## src/rtl/rstseq_pkg.sv

```systemverilog
package rstseq_pkg;

    // Start-up phases of the sequencer, in the order they are visited.
    typedef enum logic [1:0] {
        PH_HOLD   = 2'd0,
        PH_SETTLE = 2'd1,
        PH_FETCH  = 2'd2,
        PH_RUN    = 2'd3
    } phase_e;

    // Larger of two counts, used to size the shared phase counter.
    function automatic int unsigned max_of(input int unsigned a, input int unsigned b);
        return (a > b) ? a : b;
    endfunction

    // Index width that stays legal for a single-entry bank.
    function automatic int unsigned idx_bits(input int unsigned n);
        return (n > 1) ? $clog2(n) : 1;
    endfunction

endpackage

```

## src/rtl/rstseq_sync.sv

```systemverilog
module rstseq_sync #(
    parameter int unsigned STAGES = 2
) (
    input  logic clk,
    input  logic pin_n,
    output logic hold
);
    logic [STAGES-1:0] sr;

    generate
        if (STAGES == 1) begin : g_one
            always_ff @(posedge clk) sr <= pin_n;
        end else begin : g_many
            always_ff @(posedge clk) sr <= {sr[STAGES-2:0], pin_n};
        end
    endgenerate

    // Active-high synchronous reset for the rest of the block.
    assign hold = ~sr[STAGES-1];
endmodule

```

## src/rtl/rstseq_fsm.sv

```systemverilog
module rstseq_fsm
    import rstseq_pkg::*;
#(
    parameter int unsigned SETTLE   = 16384,
    parameter int unsigned WINDOW   = 512,
    parameter int unsigned WORDS    = 4,
    parameter int unsigned ADDR_W   = 11,
    parameter int unsigned OPT_BASE = 'h7F8,
    parameter int unsigned IDXW     = idx_bits(WORDS)
) (
    input  logic              clk,
    input  logic              hold,
    output logic              rd_en,
    output logic [ADDR_W-1:0] rd_addr,
    output logic              cap_en,
    output logic [IDXW-1:0]   cap_idx,
    output logic              run,
    output logic              pc_load
);
    localparam int unsigned CW = $clog2(max_of(SETTLE, WINDOW) + 1);

    phase_e        phase;
    logic [CW-1:0] cnt;
    logic          launched;

    always_ff @(posedge clk) begin
        if (hold) begin
            phase    <= PH_HOLD;
            cnt      <= '0;
            launched <= 1'b0;
        end else begin
            unique case (phase)
                PH_HOLD: begin
                    phase <= PH_SETTLE;
                    cnt   <= '0;
                end
                PH_SETTLE: begin
                    if (cnt == CW'(SETTLE - 1)) begin
                        phase <= PH_FETCH;
                        cnt   <= '0;
                    end else begin
                        cnt <= cnt + 1'b1;
                    end
                end
                PH_FETCH: begin
                    if (cnt == CW'(WINDOW - 1)) begin
                        phase <= PH_RUN;
                        cnt   <= '0;
                    end else begin
                        cnt <= cnt + 1'b1;
                    end
                end
                PH_RUN: launched <= 1'b1;
                default: phase <= PH_HOLD;
            endcase
        end
    end

    // Reads occupy the head of the window; the rest is padding.
    assign rd_en   = (phase == PH_FETCH) && (cnt < CW'(WORDS));
    assign rd_addr = ADDR_W'(OPT_BASE) + ADDR_W'(cnt);
    assign run     = (phase == PH_RUN);
    assign pc_load = run && !launched;

    // Capture lags the request by the memory's one-cycle latency.
    always_ff @(posedge clk) begin
        if (hold) begin
            cap_en  <= 1'b0;
            cap_idx <= '0;
        end else begin
            cap_en  <= rd_en;
            cap_idx <= cnt[IDXW-1:0];
        end
    end
endmodule

```

## src/rtl/rstseq_optbank.sv

```systemverilog
module rstseq_optbank #(
    parameter int unsigned WORDS = 4,
    parameter int unsigned W     = 8,
    parameter int unsigned IDXW  = 2
) (
    input  logic               clk,
    input  logic               hold,
    input  logic               cap_en,
    input  logic [IDXW-1:0]    cap_idx,
    input  logic [W-1:0]       rd_data,
    output logic [WORDS*W-1:0] words
);
    generate
        for (genvar g = 0; g < WORDS; g++) begin : g_word
            logic [W-1:0] q;
            always_ff @(posedge clk) begin
                if (hold)
                    q <= '0;
                else if (cap_en && (cap_idx == IDXW'(g)))
                    q <= rd_data;
            end
            assign words[g*W +: W] = q;
        end
    endgenerate
endmodule

```

## src/rtl/rst_option_seq.sv

```systemverilog
module rst_option_seq
    import rstseq_pkg::*;
#(
    parameter int unsigned SETTLE    = 16384,
    parameter int unsigned WINDOW    = 512,
    parameter int unsigned WORDS     = 4,
    parameter int unsigned W         = 8,
    parameter int unsigned ADDR_W    = 11,
    parameter int unsigned OPT_BASE  = 'h7F8,
    parameter int unsigned PC_W      = 11,
    parameter int unsigned SYNC_STG  = 2
) (
    input  logic               clk,
    input  logic               rst_pin_n,
    output logic               opt_rd_en,
    output logic [ADDR_W-1:0]  opt_rd_addr,
    input  logic [W-1:0]       opt_rd_data,
    output logic [WORDS*W-1:0] opt_words,
    output logic               cpu_run,
    output logic               pc_load,
    output logic [PC_W-1:0]    pc_start
);
    localparam int unsigned IDXW = idx_bits(WORDS);

    logic            hold;
    logic            cap_en;
    logic [IDXW-1:0] cap_idx;

    rstseq_sync #(.STAGES(SYNC_STG)) u_sync (
        .clk   (clk),
        .pin_n (rst_pin_n),
        .hold  (hold)
    );

    rstseq_fsm #(
        .SETTLE   (SETTLE),
        .WINDOW   (WINDOW),
        .WORDS    (WORDS),
        .ADDR_W   (ADDR_W),
        .OPT_BASE (OPT_BASE),
        .IDXW     (IDXW)
    ) u_fsm (
        .clk     (clk),
        .hold    (hold),
        .rd_en   (opt_rd_en),
        .rd_addr (opt_rd_addr),
        .cap_en  (cap_en),
        .cap_idx (cap_idx),
        .run     (cpu_run),
        .pc_load (pc_load)
    );

    rstseq_optbank #(
        .WORDS (WORDS),
        .W     (W),
        .IDXW  (IDXW)
    ) u_bank (
        .clk     (clk),
        .hold    (hold),
        .cap_en  (cap_en),
        .cap_idx (cap_idx),
        .rd_data (opt_rd_data),
        .words   (opt_words)
    );

    assign pc_start = '0;
endmodule

```

## config.mk

```make
export PLATFORM = sky130hd
export DESIGN_NAME = rst_option_seq
export DESIGN_NICKNAME = d
export VERILOG_FILES = /design/src/rtl/rstseq_pkg.sv /design/src/rtl/rstseq_sync.sv /design/src/rtl/rstseq_fsm.sv /design/src/rtl/rstseq_optbank.sv /design/src/rtl/rst_option_seq.sv
export SDC_FILE = /design/constraint.sdc
export NUM_CORES = 1
export LEC_CHECK = 0
export BUFFER_PORTS_ARGS = -buffer_cell sky130_fd_sc_hd__buf_2
export CAP_MARGIN = 20
export CORE_MARGIN = 1
export CORE_UTILIZATION = 48
export DETAILED_ROUTE_END_ITERATION = 10
export GPL_ROUTABILITY_DRIVEN = 0
export GPL_TIMING_DRIVEN = 0
export PLACE_DENSITY = 0.79
export SETUP_SLACK_MARGIN = 0.1
export SLEW_MARGIN = 15
export SYNTH_ARGS = -nofsm -noshare
export SYNTH_HDL_FRONTEND = slang
export SYNTH_SLANG_ARGS = --single-unit
```

## constraint.sdc

```tcl
create_clock -name clk -period 2.4 [get_ports clk]
set_input_delay 0.48 -clock clk [delete_from_list [all_inputs] [get_ports clk]]
set_output_delay 0.48 -clock clk [all_outputs]
set_load 0.005 [all_outputs]
```

==> results.json, run 1 <==
{
  "clkTransAtPathRegs_ns": 0.10,
  "remaining_drc_errors": 0,
  "drive_above_1_share_pct": 27.35,
  "status": "complete, no violations",
  "viasPerCell": 5.078,
  "place_inst": 410,
  "dr.pass1.iters": 4,
  "pwr-share-seq_pct": 50.2,
  "finalSetupViolCount": 0,
  "power_frac_clock_pct": 25.2,
  "port_buffers": 55,
  "synth_top_cell_area_share_pct": 41.77,
  "diodes": 0,
  "globalRouteOverflowTotal": 0,
  "p_comb_share_pct": 24.6,
  "arrival_ns": 1.79,
  "ir_worst_vdd_uv": 373.2,
  "power_switching_uw": 626.0,
  "syn_inst": 275,
  "wl_per_cell_um": 13.22,
  "hp-class": "in -> reg",
  "max-cap-violations": 0,
  "setup_slack_ns": 0.1349,
  "crit_path_max_incr_delay_ns": 0.33,
  "critPathKind": "reg -> out",
  "worstReg2RegStart": "u_fsm.cnt[1]",
  "final.fill_count": 452,
  "whs_ns": 0.2696,
  "syn-cell-area_mm2": 0.002636,
  "start_util_pct": 50.65,
  "cp_top_family": "simple AND/OR/NAND/NOR gates",
  "grt_pass1_wl_um": 9121,
  "grt_max_degree": 18,
  "hold_viol": 0,
  "grt_pass1_vias": 2032,
  "synth.avg_cell_area_um2": 9.586,
  "syn2layout_area_growth_pct": 20.84,
  "pre_cts_ws_ns": 0.05060,
  "vias": 2138,
  "hp-start": "rst_pin_n",
  "period_share_pct": 94.38,
  "critPathBufInv": 2,
  "globalRouteTotalUtil_pct": 19.26,
  "tns_ns": 0,
  "power_uw": 2046,
  "clockRootBuffer": "clkbuf_8",
  "maxSlewHeadroom_pct": 55.21,
  "path_cells": "clkbuf_4 -> nor3_4 -> nand3_2 -> or3_1 -> xnor2_1 -> buf_2",
  "synth_area_leaders": "dfxtp_1 42%, mux2i_1 13%, nor2b_1 7.8%",
  "dpl.hpwl_um": 3940,
  "yosysWarnings": 0,
  "dieArea_mm2": 0.005793,
  "tightestPinTransition_ns": 0.6719,
  "drv_slew": 0,
  "critPathLaunch": "u_fsm.cnt[5]",
  "cp_max_fo": 10,
  "core-area_mm2": 0.005205,
  "grt_antenna_before_repair": 0,
  "cp_slowest_cell": "dfxtp_1",
  "htreeDepth": 2,
  "swShare_pct": 30.59,
  "end_kind": "output pin",
  "finClkSkew_ns": 0.006814,
  "drt-total-wl_um": 5565,
  "final_net_count": 369,
  "yosysTopAreaCell": "dfxtp_1",
  "clk_path_buf_depth": 2,
  "die_h_um": 76.11,
  "power_density_mw_per_mm2": 642.4,
  "cts_hold_buf": 0,
  "rsz0062_at_grt": "yes",
  "postRouteAntennaNets": 0,
  "synth-seq-area-share_pct": 41.77,
  "numCtsBuffers": 5,
  "fin_cells": 421,
  "ys_types": 41,
  "cts_sinks": 55,
  "core.rowCount": 26,
  "max_freq_mhz": 441.5,
  "io_pins": 67,
  "ys_ff_latch": 55,
  "cts_tree": "yes",
  "internal_power_uw": 1420,
  "critPathRequiredTime_ns": 1.92,
  "dieWidth_um": 76.11,
  "insertion_delay_ns": 0.31,
  "finalCriticalPeriod_ns": 2.265,
  "startpoint_type": "flip-flop",
  "drt_iter0_drc": 105,
  "leakage_uw": 0.001533
}
## what timing repair did
item,4_1_cts,5_1_grt
buffers inserted,3,0
resized for setup,5,4
setup endpoints to repair,12,6
pin swaps,2,2
## layout by cell type, fill, tap and decap left out, types with 8 or more instances in the layout
master	Yosys	final
nand2_1	15	15
buf_4	14	17
conb_1	1	11
nor2_1	8	8
nor2b_1	33	33
nand3_1	13	12
buf_2	2	57
ha_1	9	9
a31oi_1	11	11
dfxtp_1	55	53
inv_1	9	9
clkbuf_1	12	12
mux2i_1	33	33
## state kept, by name (all words and copies together) (netlist names)
register / flops
u_bank.g_word.q: 32
u_fsm.cap_en: 1
u_fsm.cap_idx: 2
u_fsm.cnt: 15
u_fsm.launched: 1
u_fsm.phase: 2
u_sync.sr: 2
## routing by layer
metal  global-route usage, %  vias to the layer above  wire length [um]  part of all wire [%]
li1                        -                     1069                 -                     -
met1                   22.47                     1002              2371                    43
met2                   34.73                       61              2863                    51
met3                   2.874                        6               250                   4.5
met4                   8.654                        0                78                   1.4
met5                       0                        -                 0                     0
## power by group through the flow
stage          Sequential (uW)  Clock [uW]  Combinational (uW)
2_1_floorplan             1030           0                 364
3_3_place_gp              1040           0                 470
3_5_place_dp              1040           0                 484
4_1_cts                   1030         528                 501
5_1_grt                   1040         564                 553
6_report                  1030         515                 503
## path summary, 6_finish.rpt
path / to / slack, ns / depth (start not counted)
worst max-delay path: opt_rd_addr[10] / 0.13 / 6
worst min-delay path: u_sync.sr[0] / 0.27 / 1
worst max register to register: u_fsm.cnt[12] / 0.18 / 8
worst min register to register: u_sync.sr[1] / 0.34 / 0
## cell type report
class / count / area (um2) / share of cell area, %
Buffer: 31 / 190.2 / 5.970
Clock buffer: 6 / 72.57 / 2.278
Clock inverter: 2 / 16.27 / 0.5106
Inverter: 9 / 33.78 / 1.060
Multi-Input combinational cell: 190 / 1384 / 43.44
Sequential cell: 55 / 1104 / 34.64
Tap cell: 70 / 87.58 / 2.749
Timing Repair Buffer: 58 / 297.8 / 9.348
## cells by family after synthesis
logic type / after synthesis / synth area share, %
compound gates: 32 / 9.398
xor+xnor: 7 / 2.326
fa+ha+maj: 9 / 4.272
buf+inv: 40 / 8.353
flops: 55 / 41.77
mux: 33 / 12.53
other cells: 1 / 0.1422
simple gates: 98 / 21.22
## stage by stage
stage          util [%]  area (um2)
2_1_floorplan         -        2674
3_3_place_gp      58.34        3037
3_5_place_dp      58.34        3037
4_1_cts           60.94        3172
5_1_grt           61.20        3186
6_report          61.20        3186
## synth_stat cells (all sizes together)
cell and count:
nand2 15, ha 9, a31o 1, nor3 2, a31oi 11, nand3 13
o21ai 5, inv 9, a32o 2, nand4 3, nor2 8, nand2b 5
clkbuf 12, and4 1, or3b 1, or3 1, nand3b 3, a41oi 3
o22ai 1, and2 5, or4 1, o41ai 1, nor3b 2, and3 1
o221a 1, a21oi 5, buf 19, mux2i 33, nor2b 33, xor2 3
conb 1, nor4 2, dfxtp 55, a21o 1, or2 2, o21a 1
xnor2 4
Power figures use the tool's default switching activity.
==> inputs of run 2 (changes only) <==
- clock period: 2.4 -> 2.5 ns (I/O delays scaled with it)
==> run 2 against run 1 <==
Non-clock buffer count unchanged; global-route usage about the same; combinational power decreased by 5.0%; sequential share of layout area increased by 0.099 points.
==> results.json, run 2 (synthesized netlist as in run 1, its figures left out) <==
{
  "tns_ns": 0,
  "max-cap-violations": 0,
  "hold_viol": 0,
  "insertion_delay_ns": 0.31,
  "cts_sinks": 55,
  "core-area_mm2": 0.005205,
  "multi_input_area_mm2": 0.001373,
  "cts_tree": "yes",
  "dieArea_mm2": 0.005793,
  "remaining_drc_errors": 0,
  "crit_path_max_incr_delay_ns": 0.34,
  "rsz0062_at_grt": "yes",
  "critPathKind": "reg -> out",
  "grt_pass1_vias": 2029,
  "grt_antenna_before_repair": 0,
  "drt-total-wl_um": 5514,
  "clockRootBuffer": "clkbuf_8",
  "drv_slew": 0,
  "final_net_count": 369,
  "grt_pass1_wl_um": 9114,
  "finClkSkew_ns": 0.007800,
  "cp_max_fo": 10,
  "max_freq_mhz": 420.3,
  "final_common_cell": "buf_2",
  "wl_per_cell_um": 13.10,
  "dr.pass1.iters": 4,
  "layout_common_cells": "57 x buf_2, 55 x dfxtp_1, 33 x nor2b_1, 33 x mux2i_1, 17 x buf_4",
  "status": "complete, no violations",
  "diodes": 0,
  "dpl.hpwl_um": 3940,
  "path_cells": "clkbuf_2 -> nor3_2 -> nand3_1 -> or3_1 -> xnor2_1 -> buf_2",
  "vias": 2130,
  "dieWidth_um": 76.11,
  "cp_slowest_cell": "dfxtp_1",
  "finalSetupViolCount": 0,
  "start_util_pct": 50.65,
  "power_density_mw_per_mm2": 618.2,
  "swShare_pct": 30.68,
  "pre_cts_ws_ns": 0.1506,
  "period_share_pct": 95.17,
  "die_h_um": 76.11,
  "p_comb_share_pct": 24.4,
  "viasPerCell": 5.059,
  "largest_register_ff_count": 32,
  "io_pins": 67,
  "critPathRequiredTime_ns": 2.00,
  "drive_above_1_share_pct": 26.50,
  "power_frac_clock_pct": 25.4,
  "core.rowCount": 26,
  "arrival_ns": 1.88,
  "clk_path_buf_depth": 2,
  "seqCellArea_mm2": 0.001101,
  "startpoint_type": "flip-flop",
  "clkTransAtPathRegs_ns": 0.10,
  "ir_worst_vdd_uv": 357.6,
  "numCtsBuffers": 5,
  "cp_top_family": "simple AND/OR/NAND/NOR gates",
  "port_buffers": 55,
  "end_kind": "output pin",
  "final.fill_count": 455,
  "pwr-share-seq_pct": 50.2,
  "hp-class": "in -> reg",
  "power_switching_uw": 601.1,
  "internal_power_uw": 1358,
  "drt_iter0_drc": 127,
  "grt_max_degree": 18,
  "globalRouteTotalUtil_pct": 19.23,
  "postRouteAntennaNets": 0,
  "critPathBufInv": 2,
  "syn2layout_area_growth_pct": 20.22,
  "leakage_uw": 0.001522,
  "tightestPinTransition_ns": 0.6644,
  "cts_hold_buf": 0,
  "maxSlewHeadroom_pct": 55.71,
  "largest_register": "u_bank.g_word.q",
  "htreeDepth": 2,
  "globalRouteOverflowTotal": 0,
  "finalCriticalPeriod_ns": 2.379,
  "setup_slack_ns": 0.1208,
  "largestRegisters": "u_bank.g_word.q: 32 flops, u_fsm.cnt: 15 flops"
}
## run 2: layout make-up
type	instances	area share, %
Multi-Input combinational cell	190	43.31
Sequential cell	55	34.74
Timing Repair Buffer	58	9.396
Buffer	31	5.922
Tap cell	70	2.764
Clock buffer	6	2.290
Inverter	9	1.066
Clock inverter	2	0.5132
## run 2: timing repair
action	4_1_cts	5_1_grt
setup buffers	0	3
resized for setup	3	2
setup endpoints to repair	3	11
pin swaps	0	2
## run 2: routing by layer
| layer | GRT usage, % | part of all wire, % |
|---|---|---|
| met1 | 22.40 | 44 |
| met5 | 0 | 0 |
| met2 | 34.73 | 51 |
| met4 | 8.654 | 1.8 |
| met3 | 2.874 | 3.5 |
## run 2: stage by stage
stage | hold WS [ns] | instance area (um2) | power, uW | instances | utilization (%)
global route | 0.2689 | 3169 | 2063 | 421 | 60.89
global placement | 0.3099 | 3037 | 1452 | 410 | 58.34
finish | 0.2899 | 3169 | 1959 | 421 | 60.89
detailed placement | 0.3193 | 3037 | 1468 | 410 | 58.34
floorplan | 0.3096 | 2674 | 1341 | 285 | -
CTS | 0.2798 | 3146 | 1965 | 418 | 60.43
## run 2: final timing paths
check	startpoint	end	slack, ns	cells past startpoint
setup / recovery	u_fsm.cnt[5]	opt_rd_addr[10]	0.12	6
hold / removal	rst_pin_n	u_sync.sr[0]	0.29	1
setup reg to reg	u_fsm.cnt[0]	u_fsm.cnt[12]	0.28	9
hold reg to reg	u_sync.sr[0]	u_sync.sr[1]	0.34	0
## run 2: worst reg2reg max path: cells and delay by family, from the launching register on
kind | cells | cell delay [ns]
compound gates | 4 | 0.68
fa+ha+maj | 1 | 0.28
buf+inv | 3 | 0.55
flops | 1 | 0.47
simple gates | 1 | 0.10
## run 2: power groups by stage
| stage | Combinational (uW) | Clock (uW) | Sequential (uW) |
|---|---|---|---|
| after floorplan | 350 | 0 | 991 |
| after global placement | 451 | 0 | 1000 |
| after detailed placement | 465 | 0 | 1000 |
| after CTS | 473 | 507 | 985 |
| after global routing | 528 | 541 | 994 |
| final | 478 | 497 | 983 |
